## config.mk

```make
export PLATFORM = sky130hd
export DESIGN_NAME = quad_mode_shreg
export DESIGN_NICKNAME = d
export VERILOG_FILES = /design/src/rtl/qms_pkg.sv /design/src/rtl/qms_mode_dec.sv /design/src/rtl/qms_bit_cell.sv /design/src/rtl/quad_mode_shreg.sv
export SDC_FILE = /design/constraint.sdc
export NUM_CORES = 1
export LEC_CHECK = 0
export ABC_CLOCK_PERIOD_IN_PS = 1600
export BUFFER_PORTS_ARGS = -buffer_cell sky130_fd_sc_hd__buf_4
export CAP_MARGIN = 10
export CORE_AREA = 2 2 39 41
export CTS_CLUSTER_DIAMETER = 50
export DETAILED_ROUTE_END_ITERATION = 10
export DIE_AREA = 0 0 41 43
export GPL_ROUTABILITY_DRIVEN = 0
export GPL_TIMING_DRIVEN = 0
export SLEW_MARGIN = 40
export SYNTH_ARGS = -nofsm -noshare
export SYNTH_HDL_FRONTEND = slang
export SYNTH_SLANG_ARGS = --single-unit
```

## constraint.sdc

```tcl
create_clock -name clk -period 1.6 [get_ports clk]
set_clock_uncertainty 0.05 [all_clocks]
set_input_delay 0.32 -clock clk [delete_from_list [all_inputs] [get_ports clk]]
set_output_delay 0.32 -clock clk [all_outputs]
set_load 0.03 [all_outputs]
```

## src/rtl/qms_pkg.sv

```systemverilog
package qms_pkg;

  typedef enum logic [1:0] {
    MODE_LOAD = 2'b00,
    MODE_UP   = 2'b01,
    MODE_DOWN = 2'b10,
    MODE_KEEP = 2'b11
  } mode_e;

  typedef struct packed {
    logic load;
    logic up;
    logic down;
    logic keep;
  } op_sel_t;

  // Next value of one bit, given its own state and its two neighbours.
  function automatic logic cell_next(
    input op_sel_t s,
    input logic    cur,
    input logic    ld,
    input logic    from_lo,
    input logic    from_hi
  );
    logic r;
    r = 1'b0;
    if (s.load) r = r | ld;
    if (s.up)   r = r | from_lo;
    if (s.down) r = r | from_hi;
    if (s.keep) r = r | cur;
    return r;
  endfunction

endpackage

```

## src/rtl/qms_mode_dec.sv

```systemverilog
module qms_mode_dec
  import qms_pkg::*;
(
  input  logic [1:0] mode,
  output op_sel_t    sel
);

  always_comb begin
    sel = '0;
    unique case (mode_e'(mode))
      MODE_LOAD: sel.load = 1'b1;
      MODE_UP:   sel.up   = 1'b1;
      MODE_DOWN: sel.down = 1'b1;
      MODE_KEEP: sel.keep = 1'b1;
      default:   sel.keep = 1'b1;
    endcase
  end

endmodule

```

## src/rtl/qms_bit_cell.sv

```systemverilog
module qms_bit_cell
  import qms_pkg::*;
(
  input  logic    clk,
  input  logic    rst,
  input  op_sel_t sel,
  input  logic    ld,
  input  logic    from_lo,
  input  logic    from_hi,
  output logic    bit_q
);

  logic nxt;

  always_comb nxt = cell_next(sel, bit_q, ld, from_lo, from_hi);

  always_ff @(posedge clk) begin
    if (rst) bit_q <= 1'b0;
    else     bit_q <= nxt;
  end

endmodule

```

## src/rtl/quad_mode_shreg.sv

```systemverilog
module quad_mode_shreg
  import qms_pkg::*;
#(
  parameter int W = 4
) (
  input  logic         clk,
  input  logic         rst,
  input  logic [1:0]   mode,
  input  logic [W-1:0] par_in,
  input  logic         ser_up,
  input  logic         ser_dn,
  output logic [W-1:0] q
);

  localparam int MSB = W - 1;

  op_sel_t sel;
  // Named decode events, brought out for the checker.
  logic sel_load, sel_up, sel_down, sel_keep;

  qms_mode_dec u_dec (
    .mode (mode),
    .sel  (sel)
  );

  assign sel_load = sel.load;
  assign sel_up   = sel.up;
  assign sel_down = sel.down;
  assign sel_keep = sel.keep;

  // Neighbour links: the end cells take the serial inputs.
  logic [W-1:0] lo_link;
  logic [W-1:0] hi_link;

  for (genvar i = 0; i < W; i++) begin : g_cell
    if (i == 0) begin : g_lsb
      assign lo_link[i] = ser_up;
    end else begin : g_lo
      assign lo_link[i] = q[i-1];
    end
    if (i == MSB) begin : g_msb
      assign hi_link[i] = ser_dn;
    end else begin : g_hi
      assign hi_link[i] = q[i+1];
    end

    qms_bit_cell u_cell (
      .clk     (clk),
      .rst     (rst),
      .sel     (sel),
      .ld      (par_in[i]),
      .from_lo (lo_link[i]),
      .from_hi (hi_link[i]),
      .bit_q   (q[i])
    );
  end

endmodule

```

Word level (Yosys, flattened, before mapping)
Cells that the tools add are included.
Widths: inputs -> output; s select.
{ "classes": {"n_lt_le_gt_ge": 0, "reduce_logical": 1, "n_eq_ne": 3, "bitwise": 12, "mux": 20, "div_mod_pow": 0, "mul": 0, "addsub": 0, "n_shift": 0} }
{ "ops": {"columns": ["op", "n"], "rows": [
  ["$mux 1", 20],
  ["$or 1x1->1", 12],
  ["$eq 2x2->1 const B", 2],
  ["$eq 2x1->1 const B", 1],
  ["$logic_not 2->1", 1]
]} }
{ "totals": {"output_inout_bits": 4, "reg_bits": 4, "latch_bits": 0, "word_cells": 40, "romBits": 0, "in_bits": 10, "mem_bits_rw": 0, "n_memories": 0} }

Logic depth before layout (Yosys ltp)
{ "depth": {"ltp_word": 9, "ltp_mapped": 2, "depth_no_buf": 2} }

Hierarchy
From an unflattened synthesis, not the netlist that was laid out.
{ "unflattened": {"hier_cells": 20, "area_unflattened_um2": 186.4} }
{ "by_module_without_submodules": {"columns": ["mod", "seq_area_each_um2", "area_each_um2", "instances", "cells_each"], "rows": [
  ["qms_bit_cell", 20.0, 40.0, 4, 4],
  ["qms_mode_dec", 0.0, 26.3, 1, 4]
]} }

Worst setup path after synthesis
Ideal clock, no wire load.
{ "synth_timing": {"path_type": "input port to flip-flop", "start": "in mode[1]", "end": "reg g_cell[2].u_cell.bit_q", "t_arrival_ns": 0.950, "cell_stages": 2, "slack_ns": 0.486, "path_cell_list": "mux4_1 -> nor2b_1"} }
{ "synth_between": {"elab_chain_cells": 9, "elab_cells_between_ends": 15} }
{ "synth_rtl": {"columns": ["item", "line_no", "text"], "rows": [
  ["start, declared", "quad_mode_shreg.sv:8", "input logic [1:0] mode,"],
  ["$logic_not 2->1", "qms_mode_dec.sv:10", "unique case (mode_e'(mode))"],
  ["$mux 1", "qms_mode_dec.sv:10", null],
  ["$mux 1", "qms_pkg.sv:27", "if (s.load) r = r | ld;"],
  ["$or 1x1->1", "qms_pkg.sv:28", "if (s.up) r = r | from_lo;"],
  ["$mux 1", "qms_pkg.sv:28", null],
  ["$or 1x1->1", "qms_pkg.sv:29", "if (s.down) r = r | from_hi;"],
  ["$mux 1", "qms_pkg.sv:29", null],
  ["$or 1x1->1", "qms_pkg.sv:30", "if (s.keep) r = r | cur;"],
  ["$mux 1 *", "qms_pkg.sv:30", null],
  ["end signal, assigned", "qms_bit_cell.sv:19", "else bit_q <= nxt;"],
  ["end, declared", "qms_bit_cell.sv:10", "output logic bit_q"]
]} }
Mark *: on every way between the ends. The rest lies on a longest branch, timed or not.
A chain may end at the register's enable or synchronous reset.

Worst setup path after layout
{ "layout_timing": {"start": "reg g_cell[2].u_cell.bit_q", "end": "out q[2]"} }
{ "layout_rtl": {"columns": ["item", "line_no", "text"], "rows": [
  ["end, declared", "quad_mode_shreg.sv:12", "output logic [W-1:0] q"]
]} }
No word-level cell between the ends.

==> summary.log <==
INFO  finish         filler_cell_count=147
INFO  placed_design  detailed_place_hpwl=408um
INFO  setup_path     worstReg2RegStart=g_cell[3].u_cell.bit_q$_SDFF_PP0_
INFO  synthesis      yosys.cell_types.count=5
INFO  finish         mostFrequentLayoutCell=buf_4
INFO  hold_path      whs_endpoint=g_cell[2].u_cell.bit_q$_SDFF_PP0_
INFO  timing         final_setup_vio_count=0
INFO  synthesis      postSynthCellCount=16
INFO  routing        drt_iter0_markers=3
INFO  routing        ant_nets=0
INFO  setup_path     critical_path_arrival=0.85ns
INFO  clock_tree     cts_num_sinks=4
INFO  setup_path     timing.reg2reg.worst_path_depth=2
INFO  power_and_ir_drop intPower=0.000239W
INFO  grt            grt_pass1_vias=163
INFO  timing         maxSlewViolCount=0
INFO  floorplanning  core=1380um^2
INFO  finish         register_containing_the_most_flip_flops_in_the_final_layout=g_cell.u_cell.bit_q
INFO  clock_tree     cts.htree.levels=1
INFO  routing        routedWlPerCell=10.2um
INFO  floorplanning  floorplan.initialDensity=16.5%
INFO  routing        postRouteWirelength=490um
INFO  routing        via_count=183
INFO  power_and_ir_drop vdd.ir_drop.worst=0.000262V
INFO  timing         fin_crit_sh=76.5%
INFO  power_and_ir_drop share_seq_of_total_power=36.4%
INFO  timing         rsz0062_at_grt=no
INFO  placed_design  port-buffer-count=13
INFO  setup_path     critical_path.endpoint_type=output port
INFO  setup_path     cp_required=1.23ns
INFO  power_and_ir_drop cellLeakagePower=0.174nW
INFO  job            drv.max_cap_violation_count=0
INFO  timing         slew_headroom=91.6%
INFO  grt            gr-total-overflow=0
INFO  setup_path     critical_path.max_fanout=4
INFO  power_and_ir_drop p_sw_share=22.7%
INFO  power_and_ir_drop combinationalPowerShare=24.3%
INFO  setup_path     r2r_slack=0.51ns
INFO  timing         worst_tran_pin_value=0.126ns
INFO  setup_path     crit_path_category=reg -> out
INFO  run_status     outcome=finished, final reports clean
INFO  hold_path      min-delay-start=rst
INFO  floorplanning  placement_rows=14
INFO  routing        routed_via_density=3.81
INFO  power_and_ir_drop power_density_cells=836nW/um^2
INFO  finish         synth_to_final_area_change=61.2%
INFO  power_and_ir_drop net_load_switching_power=0.0000699W
INFO  hold_path      hold_path_depth=2
INFO  timing         final_critical_path_setup_slack=0.376ns
INFO  floorplanning  floorplan.die_area=1760um^2
INFO  clock_tree     tritoncts=done
INFO  finish         reg_top3=g_cell.u_cell.bit_q (4)
INFO  routing        drt-pass1-iter-count=2
INFO  clock_tree     clockBufferDepth=2
INFO  finish         stdcell_count=48
INFO  clock_tree     ctsResizeCount=0
INFO  synthesis      avgSynthCellArea=14.3um^2
INFO  timing         hold_violations=0
INFO  finish         largest_register_ffs=4
INFO  synthesis      seq_total_area_yosys=35.0%
INFO  finish         design.final.nets=44
INFO  synthesis      synth-warning-count=0
INFO  clock_tree     cts.repair_timing.setup_buffer_count=0
INFO  finish         layout-drive-gt1-share=71.9%
INFO  clock_tree     clock_latency=0.23ns
INFO  synthesis      flip_flop_and_latch_count_after_synthesis=4
INFO  hold_path      hp-class=in -> reg
INFO  grt            global_route.usage.total=6.38%
INFO  routing        drc=0
INFO  power_and_ir_drop fin_total_pwr=0.000308W
INFO  finish         antenna-diode-count=0
INFO  synthesis      syn-cell-area=229um^2
INFO  grt            antenna_found_initial=0
INFO  finish         most-common-layout-cells=buf_4, nor2b_1, dfxtp_1
INFO  floorplanning  chipHeight=43um
INFO  floorplanning  io_pins=14
INFO  clock_tree     tritoncts.num_buffers=3
INFO  power_and_ir_drop clockPowerShare=39.2%
INFO  clock_tree     ctsHoldBuffers=0
INFO  timing         timing.fmax=817MHz
INFO  placed_design  place.detailed.instances=45
INFO  clock_tree     ctsRootBufferMaster=clkbuf_4
INFO  placed_design  placement.setup.worst_slack=0.326ns
INFO  setup_path     ff_to_ff_end=g_cell[2].u_cell.bit_q$_SDFF_PP0_
INFO  timing         fin_crit=1.22ns
INFO  grt            global_route_wire_length_before_repair=710um
INFO  synthesis      syn-num-nets=26
INFO  setup_path     setup.worst_path.start_class=flop
INFO  timing         setup_total_negative_slack=0ns
INFO  clock_tree     clkSlewWorstSetupHoldPaths=0.04ns
INFO  floorplanning  die_w=41um
INFO  grt            grt_max_degree=5
cell type report:
class | count | area (um^2) | share of cell area, %
buffer | 4 | 30.0 | 8.14
clock buffer | 3 | 22.5 | 6.10
multi-input combinational | 8 | 119 | 32.2
sequential | 4 | 80.1 | 21.7
tap | 16 | 20.0 | 5.42
timing repair buffer | 13 | 97.6 | 26.4
how the worst max path moves through the flow:
stage	endpoint	slack (ns)	startpoint	cells after the start
after floorplan	g_cell[2].u_cell.bit_q$_SDFF_PP0_	0.49	mode[1]	2
after CTS	q[2]	0.36	g_cell[2].u_cell.bit_q$_SDFF_PP0_	2
after detailed placement	g_cell[2].u_cell.bit_q$_SDFF_PP0_	0.33	mode[1]	3
final	q[2]	0.38	g_cell[2].u_cell.bit_q$_SDFF_PP0_	2
after global routing	q[1]	0.32	g_cell[1].u_cell.bit_q$_SDFF_PP0_	2
after global placement	g_cell[2].u_cell.bit_q$_SDFF_PP0_	0.33	mode[1]	3
logic make-up (layout without fill, tap and decap cells):
| family | Yosys count | count (layout) | synth area share (%) |
|---|---|---|---|
| buf+inv | 4 | 20 | 13.1 |
| simple gates | 4 | 4 | 10.9 |
| mux | 4 | 4 | 41.0 |
| flops | 4 | 4 | 35.0 |
worst max-delay path: stages, from the launching register on:
cell and delay [ns]:
dfxtp_1 0.36, buf_4 0.12, buf_4 0.14
cell usage after synthesis, drive strengths merged:
| master | instances | area share [%] |
|---|---|---|
| nor2b | 4 | 11 |
| mux4 | 4 | 41 |
| buf | 4 | 13 |
| dfxtp | 4 | 35 |
routing by layer:
metal  vias to the layer above  global-route usage [%]  share of wire, %
li1                         89                       -                 -
met1                        80                    10.2                53
met2                        14                    6.25                33
met3                         0                    1.57                14
met4                         0                    6.00                 0
met5                         -                       0                 0
through the flow:
step           cell area (um^2)  hold WS, ns  util, %
5_1_grt                     369        0.223     26.7
4_1_cts                     369        0.218     26.7
3_3_place_gp                347        0.469     25.0
3_5_place_dp                347        0.469     25.0
6_report                    369        0.228     26.7
2_1_floorplan               229        0.342        -
power groups by stage:
stage          combinational (W)  clock [W]  sequential (W)
2_1_floorplan          0.0000439          0        0.000112
3_3_place_gp           0.0000755          0        0.000114
3_5_place_dp           0.0000756          0        0.000114
4_1_cts                0.0000756   0.000131        0.000113
5_1_grt                0.0000801   0.000133        0.000114
6_report               0.0000750   0.000121        0.000112
Note: power is estimated with default switching activity, not from simulation.
